**src/rtl/mbox_irq_pkg.sv**
```systemverilog
package mbox_irq_pkg;

    // Qualified mailbox events produced by one side's decoder.
    typedef struct packed {
        logic rd_own;   // reads its own mailbox, not busy
        logic wr_peer;  // writes the peer's mailbox, not busy
    } mbox_evt_t;

    // Registered state of one interrupt line.
    typedef struct packed {
        logic irq_n;
    } flag_state_t;

    localparam int unsigned SIDES = 2;

endpackage

```
**src/rtl/mbox_port_decode.sv**
```systemverilog
module mbox_port_decode
    import mbox_irq_pkg::*;
#(
    parameter int unsigned ADDR_W  = 15,
    parameter bit          OWN_TOP = 1'b0
) (
    input  logic              clk,
    input  logic              rst_n,
    input  logic              cs_n_i,
    input  logic              we_n_i,
    input  logic              oe_n_i,
    input  logic [ADDR_W-1:0] addr_i,
    input  logic              busy_n_i,
    output mbox_evt_t         evt_o
);

    localparam logic [ADDR_W-1:0] TOP_ADDR  = {ADDR_W{1'b1}};
    localparam logic [ADDR_W-1:0] NEXT_ADDR = {{(ADDR_W-1){1'b1}}, 1'b0};
    localparam logic [ADDR_W-1:0] OWN_ADDR  = OWN_TOP ? TOP_ADDR  : NEXT_ADDR;
    localparam logic [ADDR_W-1:0] PEER_ADDR = OWN_TOP ? NEXT_ADDR : TOP_ADDR;

    logic is_read;
    logic is_write;
    logic hit_own;
    logic hit_peer;

    always_comb begin
        is_read   = !cs_n_i && !oe_n_i && we_n_i;
        is_write  = !cs_n_i && !we_n_i;
        hit_own   = (addr_i == OWN_ADDR);
        hit_peer  = (addr_i == PEER_ADDR);
        evt_o.rd_own  = is_read  && hit_own  && busy_n_i;
        evt_o.wr_peer = is_write && hit_peer && busy_n_i;
    end

    // a busy side produces no set event
    assert_busy_no_set_R6: assert property (@(posedge clk) disable iff (!rst_n)
        !busy_n_i |-> !evt_o.wr_peer);

    // a busy side produces no clear event
    assert_busy_no_clear_R7: assert property (@(posedge clk) disable iff (!rst_n)
        !busy_n_i |-> !evt_o.rd_own);

    // a clear event needs a full read strobe set
    assert_read_qual_R8: assert property (@(posedge clk) disable iff (!rst_n)
        evt_o.rd_own |-> (!cs_n_i && !oe_n_i && we_n_i));

    // a set event needs a selected write
    assert_write_qual_R8: assert property (@(posedge clk) disable iff (!rst_n)
        evt_o.wr_peer |-> (!cs_n_i && !we_n_i));

endmodule

```
**src/rtl/mbox_irq_flag.sv**
```systemverilog
module mbox_irq_flag
    import mbox_irq_pkg::*;
(
    input  logic clk,
    input  logic rst_n,
    input  logic set_i,
    input  logic clr_i,
    output logic irq_n_o
);

    flag_state_t state_d;
    flag_state_t state_q;

    always_comb begin
        state_d = state_q;
        if (set_i) begin
            state_d.irq_n = 1'b0;
        end else if (clr_i) begin
            state_d.irq_n = 1'b1;
        end
    end

    always_ff @(posedge clk) begin
        if (!rst_n) begin
            state_q.irq_n <= 1'b1;
        end else begin
            state_q <= state_d;
        end
    end

    assign irq_n_o = state_q.irq_n;

    // a set always lands low, even with a clear alongside
    assert_set_lowers_R9: assert property (@(posedge clk) disable iff (!rst_n)
        set_i |=> !irq_n_o);

    // a lone clear lands high
    assert_clear_raises_R4: assert property (@(posedge clk) disable iff (!rst_n)
        (clr_i && !set_i) |=> irq_n_o);

    // no event, no change
    assert_idle_holds_R10: assert property (@(posedge clk) disable iff (!rst_n)
        (!clr_i && !set_i) |=> $stable(irq_n_o));

endmodule

```
**src/rtl/mbox_irq_gen.sv**
```systemverilog
module mbox_irq_gen
    import mbox_irq_pkg::*;
#(
    parameter int unsigned ADDR_W = 15
) (
    input  logic              clk,
    input  logic              rst_n,
    input  logic              lft_cs_n,
    input  logic              lft_we_n,
    input  logic              lft_oe_n,
    input  logic [ADDR_W-1:0] lft_addr,
    input  logic              lft_busy_n,
    input  logic              rgt_cs_n,
    input  logic              rgt_we_n,
    input  logic              rgt_oe_n,
    input  logic [ADDR_W-1:0] rgt_addr,
    input  logic              rgt_busy_n,
    output logic              lft_irq_n,
    output logic              rgt_irq_n
);

    // Index 0 is the left side, index 1 the right side.
    logic [SIDES-1:0]             cs_n;
    logic [SIDES-1:0]             we_n;
    logic [SIDES-1:0]             oe_n;
    logic [SIDES-1:0]             busy_n;
    logic [SIDES-1:0][ADDR_W-1:0] addr;
    mbox_evt_t [SIDES-1:0]        evt;
    logic [SIDES-1:0]             irq_n;

    assign cs_n   = {rgt_cs_n,   lft_cs_n};
    assign we_n   = {rgt_we_n,   lft_we_n};
    assign oe_n   = {rgt_oe_n,   lft_oe_n};
    assign busy_n = {rgt_busy_n, lft_busy_n};
    assign addr   = {rgt_addr,   lft_addr};

    for (genvar s = 0; s < SIDES; s++) begin : g_side
        localparam int unsigned PEER = SIDES - 1 - s;

        mbox_port_decode #(
            .ADDR_W  (ADDR_W),
            .OWN_TOP (s == 1)
        ) u_dec (
            .clk      (clk),
            .rst_n    (rst_n),
            .cs_n_i   (cs_n[s]),
            .we_n_i   (we_n[s]),
            .oe_n_i   (oe_n[s]),
            .addr_i   (addr[s]),
            .busy_n_i (busy_n[s]),
            .evt_o    (evt[s])
        );

        mbox_irq_flag u_flag (
            .clk     (clk),
            .rst_n   (rst_n),
            .set_i   (evt[PEER].wr_peer),
            .clr_i   (evt[s].rd_own),
            .irq_n_o (irq_n[s])
        );
    end

    assign lft_irq_n = irq_n[0];
    assign rgt_irq_n = irq_n[1];

    // both lines idle high when reset lifts
    assert_reset_idle_R1: assert property (@(posedge clk) disable iff (!rst_n)
        $rose(rst_n) |-> (lft_irq_n && rgt_irq_n));

    // a peek at the other mailbox from both sides leaves both lines alone
    assert_peek_idle_R5: assert property (@(posedge clk) disable iff (!rst_n)
        (!evt[0].wr_peer && !evt[0].rd_own && !evt[1].wr_peer && !evt[1].rd_own)
        |=> ($stable(lft_irq_n) && $stable(rgt_irq_n)));

endmodule

```
**config.mk**
```make
export PLATFORM = sky130hd
export DESIGN_NAME = mbox_irq_gen
export DESIGN_NICKNAME = d
export VERILOG_FILES = /design/src/rtl/mbox_irq_pkg.sv /design/src/rtl/mbox_port_decode.sv /design/src/rtl/mbox_irq_flag.sv /design/src/rtl/mbox_irq_gen.sv
export SDC_FILE = /design/constraint.sdc
export NUM_CORES = 1
export LEC_CHECK = 0
export ABC_AREA = 1
export BUFFER_PORTS_ARGS = -buffer_cell sky130_fd_sc_hd__buf_2
export CORE_AREA = 8 8 45 47
export DETAILED_ROUTE_END_ITERATION = 10
export DIE_AREA = 0 0 53 55
export PLACE_DENSITY_LB_ADDON = 0.3
export SLEW_MARGIN = 25
export SYNTH_ARGS = -nofsm -noshare
export SYNTH_HDL_FRONTEND = slang
export SYNTH_SLANG_ARGS = --single-unit
```
**constraint.sdc**
```tcl
create_clock -name clk -period 1.3 [get_ports clk]
set_input_delay 0.195 -clock clk [delete_from_list [all_inputs] [get_ports clk]]
set_output_delay 0.195 -clock clk [all_outputs]
set_load 0.05 [all_outputs]
```
==> results of run 1 <==
[cell families (layout without fill, tap and decap cells)]
kind of cell | after synthesis | count (layout) | synth area share (%)
flip-flops | 2 | 2 | 14.10
AND/OR/NAND/NOR | 51 | 51 | 75.33
buffers and inverters | 8 | 52 | 10.57
[cells in the final DEF, fill, tap and decap left out, drive strengths merged]
master,netlist,final
clkbuf,0,3
and3,1,1
nor2,16,16
nand3b,1,1
dfxtp,2,2
nand3,5,5
inv,8,8
buf,0,41
nand2,24,24
nand4,4,4
[layout make-up]
class                           count  area [sq um]
Timing Repair Buffer               41         205.2
Clock buffer                        3         22.52
Tap cell                           16         20.02
Multi-Input combinational cell     51         214.0
Fill cell                         153         852.1
Sequential cell                     2         40.04
Inverter                            8         30.03
[routing by layer]
| metal | vias to the layer above | track usage [%] | share of wire, % | wire, um |
|---|---|---|---|---|
| met5 | - | 0 | 0 | 0 |
| met2 | 37 | 13.28 | 40 | 479 |
| li1 | 281 | - | - | - |
| met3 | 0 | 6.952 | 20 | 235 |
| met4 | 0 | 3.879 | 0 | 0 |
| met1 | 211 | 8.157 | 40 | 470 |
[power by group through the flow]
stage | clock network (mW) | registers, mW | logic (mW)
after floorplan | 0 | 0.0626 | 0.0226
after global placement | 0 | 0.0626 | 0.0881
after detailed placement | 0 | 0.0626 | 0.0893
after CTS | 0.143 | 0.0619 | 0.0898
after global routing | 0.147 | 0.0618 | 0.102
final | 0.134 | 0.0619 | 0.0895
[Yosys cell counts]
library cell                n
sky130_fd_sc_hd__inv_2      3
sky130_fd_sc_hd__nand4_1    4
sky130_fd_sc_hd__nand3_1    5
sky130_fd_sc_hd__nand2_1   24
sky130_fd_sc_hd__and3_1     1
sky130_fd_sc_hd__inv_1      5
sky130_fd_sc_hd__nor2_1    16
sky130_fd_sc_hd__dfxtp_1    2
sky130_fd_sc_hd__nand3b_1   1
[how the worst max path moves through the flow]
| stage | to | startpoint | slack (ns) |
|---|---|---|---|
| finish | lft_irq_n | g_side[0].u_flag.irq_n_o | 0.28 |
| global route | lft_irq_n | g_side[0].u_flag.irq_n_o | 0.23 |
| floorplan | g_side[1].u_flag.irq_n_o | g_side[1].u_flag.irq_n_o | 0.44 |
| detailed placement | g_side[0].u_flag.irq_n_o | rgt_addr[9] | 0.41 |
| global placement | g_side[0].u_flag.irq_n_o | rgt_addr[9] | 0.41 |
| CTS | lft_irq_n | g_side[0].u_flag.irq_n_o | 0.26 |
==> impl_metrics.json, run 1 <==
{
  "cp.required_ns": 1.11,
  "max-clock-path-buffers": 2,
  "post-route-drc-count": 0,
  "synth.distinct_cells": 9,
  "n_antenna_cell": 0,
  "cp_slowest_cell": "sky130_fd_sc_hd__dfxtp_1",
  "grt_antenna_before_repair": 0,
  "post_synth.cell_area_avg_sq_um": 4.656,
  "reg2reg_slack_ns": 0.71,
  "tritoncts_num_sinks": 2,
  "number_of_flip_flops_under_the_largest_register_name": 2,
  "maxClockFrequency_mhz": 976.6,
  "power.static_leakage_nw": 0.3137,
  "final_cell_count_no_fill": 121,
  "mappedNetlistArea_sq_um": 284.0,
  "route.final.wire_length_mm": 1.185,
  "ctsHtreeMaxLevel": 1,
  "reg2reg_to": "g_side[0].u_flag.irq_n_o",
  "route.detailed.wl_per_inst_um": 9.793,
  "mappedNetlistNets": 101,
  "kind_of_critical_path": "register to output port",
  "number_of_synthesized_register_bits": 2,
  "cts_resized": 0,
  "cts_hold_buffers": 0,
  "arrival_ns": 0.83,
  "grt_first_pass_wirelength_mm": 1.890,
  "placementRows": 14,
  "power_frac_seq_pct": 21.7,
  "clock_power_share_pct": 46.9,
  "dpl_wire_length_mm": 1.074,
  "detailedPlace.worstSlack_ns": 0.4121,
  "critical_path.n_buffers_inverters": 1,
  "syn_to_final_growth_pct": 87.22,
  "post_cts_buffers": 0,
  "final_design_area_no_fill_sq_um": 531.8,
  "proportion_of_netlist_area_held_by_the_largest_area_contributor_pct": 31.72,
  "switching_share_pct": 24.35,
  "worst_hold_path.num_cells": 2,
  "initial_utilization_pct": 20.52,
  "boundaryPins": 42,
  "status": "finished, final reports clean",
  "first_global_vias": 526,
  "cp-start-kind": "register",
  "fin_worst_hold_slack_ns": 0.1523,
  "worstPathMaxFanout": 2,
  "hold_viol": 0,
  "max-vdd-ir-drop_mv": 0.2692,
  "cell_at_the_root_of_the_clock_tree": "sky130_fd_sc_hd__clkbuf_4",
  "switching_power_mw": 0.06945,
  "vert_die_dim_um": 55,
  "actual_transition_at_the_worst_max_transition_pin_ns": 0.2592,
  "detailroute.via_count": 529,
  "initialDrtViolationCount": 8,
  "comb_pwr_share_pct": 31.4,
  "gr_ovfl_total": 0,
  "p_int_mw": 0.2157,
  "num-nets-final": 147,
  "number_of_port_buffers": 41,
  "timing.hold.worst_endpoint": "g_side[0].u_flag.irq_n_o",
  "setup_total_negative_slack_ns": 0,
  "fin_util_pct": 38.43,
  "final_antenna_net_count": 0,
  "power_density_mw_per_mm2": 536.3,
  "end_kind": "output port",
  "hold_path_class": "input pin to register",
  "fp.dieArea_sq_mm": 0.002915,
  "critical_path_max_stage_delay_ns": 0.33,
  "register_area_share_after_synthesis_pct": 14.10,
  "placeableCoreArea_sq_mm": 0.001384,
  "fp.dieW_um": 53,
  "path_delay_family": "flip-flops",
  "worstSetupPathDepth": 1,
  "rsz0062_at_grt": "false",
  "synthDominantAreaCellType": "sky130_fd_sc_hd__nand2_1",
  "cts_buffers": 3,
  "synthCells": 61,
  "place_area_sq_um": 509.2,
  "clk-insertion-delay-late_ns": 0.22,
  "rr_startpoint": "g_side[0].u_flag.irq_n_o",
  "synthTopCellsByArea": "sky130_fd_sc_hd__nand2_1 (32%), sky130_fd_sc_hd__nor2_1 (21%), sky130_fd_sc_hd__dfxtp_1 (14%), sky130_fd_sc_hd__nand3_1 (8.8%), sky130_fd_sc_hd__nand4_1 (8.8%)",
  "tritoncts_clock_tree": "built",
  "worst_min_delay_path_startpoint": "rst_n",
  "final-max-slew-violation-count": 0,
  "total_power_mw": 0.2852,
  "pin_count_of_the_biggest_net_entering_global_routing": 3,
  "worst_slack_ns": 0.2760,
  "worstPathCellList": "buf_2",
  "yosysWarningCount": 0,
  "post_route_cells_drive_above_1_share_pct": 44.76,
  "grt_use_total_pct": 8.561,
  "rr_worst_depth": 4,
  "report.final.setup_viol": 0,
  "maxCapViolations": 0,
  "timing.clock.skew_ns": 0,
  "max_slew_margin_vs_limit_pct": 82.84,
  "final_min_period_over_clock_period_pct": 78.77,
  "period_needed_ns": 1.024,
  "firstDrtPassIters": 4,
  "numPlacedInstances": 118,
  "globalplace.congestion": 0.8254,
  "vias_per_cell": 4.372,
  "worst_setup_hold_path_clk_slew_ns": 0.03
}
Power figures use the tool's default switching activity.
==> run 2: changes to the inputs <==
==> constraint.sdc (replaced) <==
create_clock -name clk -period 0.95 [get_ports clk]
set_input_delay 0.1425 -clock clk [delete_from_list [all_inputs] [get_ports clk]]
set_output_delay 0.1425 -clock clk [all_outputs]
set_load 0.05 [all_outputs]
==> impl_metrics.json, run 2 (synthesis results as in run 1) <==
{
  "cp_slowest_cell": "sky130_fd_sc_hd__dfxtp_1",
  "post_cts_buffers": 0,
  "route.final.wire_length_mm": 1.189,
  "number_of_flip_flops_under_the_largest_register_name": 2,
  "max-clock-path-buffers": 2,
  "timing.hold.worst_endpoint": "g_side[0].u_flag.irq_n_o",
  "pin_count_of_the_biggest_net_entering_global_routing": 3,
  "initial_utilization_pct": 20.52,
  "mostFrequentLayoutCells": "sky130_fd_sc_hd__buf_2 (39), sky130_fd_sc_hd__nand2_1 (24), sky130_fd_sc_hd__nor2_1 (16)",
  "post_route_cells_drive_above_1_share_pct": 44.76,
  "comb_pwr_share_pct": 31.3,
  "max_slew_margin_vs_limit_pct": 89.94,
  "dpl_wire_length_mm": 1.074,
  "arrival_ns": 0.77,
  "cp-start-kind": "register",
  "status": "finished, final reports clean",
  "n_antenna_cell": 0,
  "total_power_mw": 0.3912,
  "syn_to_final_growth_pct": 88.99,
  "hold_viol": 0,
  "report.final.setup_viol": 0,
  "p_int_mw": 0.2953,
  "cp.required_ns": 0.81,
  "fin_util_pct": 38.79,
  "kind_of_critical_path": "register to output port",
  "fp.dieArea_sq_mm": 0.002915,
  "grt_antenna_before_repair": 0,
  "power.static_leakage_nw": 0.3175,
  "most_common_cell_after_layout_fill_and_taps_aside": "sky130_fd_sc_hd__buf_2",
  "end_kind": "output port",
  "critical_path.n_buffers_inverters": 1,
  "multi_input_comb_area_sq_um": 214.0,
  "clk-insertion-delay-late_ns": 0.22,
  "initialDrtViolationCount": 8,
  "worstPathMaxFanout": 2,
  "grt_use_total_pct": 8.561,
  "placementRows": 14,
  "detailroute.via_count": 527,
  "critical_path_max_stage_delay_ns": 0.34,
  "boundaryPins": 42,
  "number_of_port_buffers": 41,
  "gr_ovfl_total": 0,
  "rr_worst_depth": 4,
  "filler_cell_count_in_the_final_layout": 154,
  "vias_per_cell": 4.355,
  "seqCellArea_sq_um": 40.04,
  "cts_buffers": 3,
  "worst_min_delay_path_startpoint": "rst_n",
  "actual_transition_at_the_worst_max_transition_pin_ns": 0.1521,
  "timing.clock.skew_ns": 0,
  "max-vdd-ir-drop_mv": 0.3683,
  "worst_hold_path.num_cells": 2,
  "post-route-drc-count": 0,
  "tritoncts_num_sinks": 2,
  "globalplace.congestion": 0.8253,
  "switching_power_mw": 0.09586,
  "firstDrtPassIters": 4,
  "rr_startpoint": "g_side[0].u_flag.irq_n_o",
  "tritoncts_clock_tree": "built",
  "setup_total_negative_slack_ns": 0,
  "maxCapViolations": 0,
  "grt_first_pass_wirelength_mm": 1.890,
  "reg2reg_to": "g_side[0].u_flag.irq_n_o",
  "fp.dieW_um": 53,
  "met1_usage_pct": 8.308,
  "final_min_period_over_clock_period_pct": 96.00,
  "final_antenna_net_count": 0,
  "maxClockFrequency_mhz": 1096,
  "hold_path_class": "input pin to register",
  "worstPathCellList": "buf_4",
  "rsz0062_at_grt": "false",
  "first_global_vias": 528,
  "busiest_grt_layer": "met2",
  "power_density_mw_per_mm2": 728.7,
  "final-max-slew-violation-count": 0,
  "placeableCoreArea_sq_mm": 0.001384,
  "period_needed_ns": 0.9120,
  "cts_hold_buffers": 0,
  "met2_usage_pct": 13.09,
  "power_frac_seq_pct": 21.7,
  "vert_die_dim_um": 55,
  "ctsHtreeMaxLevel": 1,
  "cell_at_the_root_of_the_clock_tree": "sky130_fd_sc_hd__clkbuf_4",
  "worst_setup_hold_path_clk_slew_ns": 0.03,
  "path_delay_family": "flip-flops",
  "use_met3_pct": 6.952,
  "clock_power_share_pct": 47.0,
  "route.detailed.wl_per_inst_um": 9.826,
  "num-nets-final": 147,
  "switching_share_pct": 24.51,
  "reg2reg_slack_ns": 0.36
}
## run 2: cell counts in the layout (fill, tap and decap cells not counted)
No cell type changed its count.
## run 2: layout make-up
| cell class | count | share of cell area [%] |
|---|---|---|
| clock buffers | 3 | 4.196 |
| inverters | 8 | 5.594 |
| multi-input cells | 51 | 39.86 |
| flip-flops and latches | 2 | 7.459 |
| well taps | 16 | 3.730 |
| repair buffers | 41 | 39.16 |
## run 2: layer usage
metal | vias to the layer above | wire length, um
met5 | - | 0
met4 | 0 | 0
met3 | 0 | 235
met2 | 37 | 481
met1 | 211 | 472
li1 | 279 | -
## run 2: power by group through the flow
stage	registers [mW]	clock network, mW	logic [mW]
after CTS	0.0847	0.195	0.123
after global routing	0.0846	0.201	0.139
after floorplan	0.0857	0	0.0309
final	0.0847	0.184	0.122
after global placement	0.0857	0	0.121
after detailed placement	0.0857	0	0.122
## run 2: metrics by stage
step,cells,setup WS (ns),cell area [sq um],hold slack [ns]
after CTS,121,0.02466,536.8,0.09192
after detailed placement,118,0.1146,509.2,0.3293
after global routing,121,0.003141,536.8,0.1029
after floorplan,61,0.08849,284.0,0.2112
final,121,0.03796,536.8,0.1005
after global placement,118,0.1143,509.2,0.3276
## run 2: worst max-delay path by stage
| stage | slack (ns) | from | cells past startpoint | endpoint |
|---|---|---|---|---|
| after detailed placement | 0.11 | rgt_addr[9] | 8 | g_side[0].u_flag.irq_n_o |
| after global placement | 0.11 | rgt_addr[9] | 8 | g_side[0].u_flag.irq_n_o |
| after CTS | 0.02 | g_side[0].u_flag.irq_n_o | 1 | lft_irq_n |
| after floorplan | 0.09 | g_side[1].u_flag.irq_n_o | 4 | g_side[1].u_flag.irq_n_o |
| final | 0.04 | g_side[0].u_flag.irq_n_o | 1 | lft_irq_n |
| after global routing | 0.003 | g_side[0].u_flag.irq_n_o | 1 | lft_irq_n |
## run 2: repair_timing
item	in CTS	in global routing
endpoints found under the setup margin	2	0
gates resized for setup	2	0
endpoints found under the hold margin	0	0
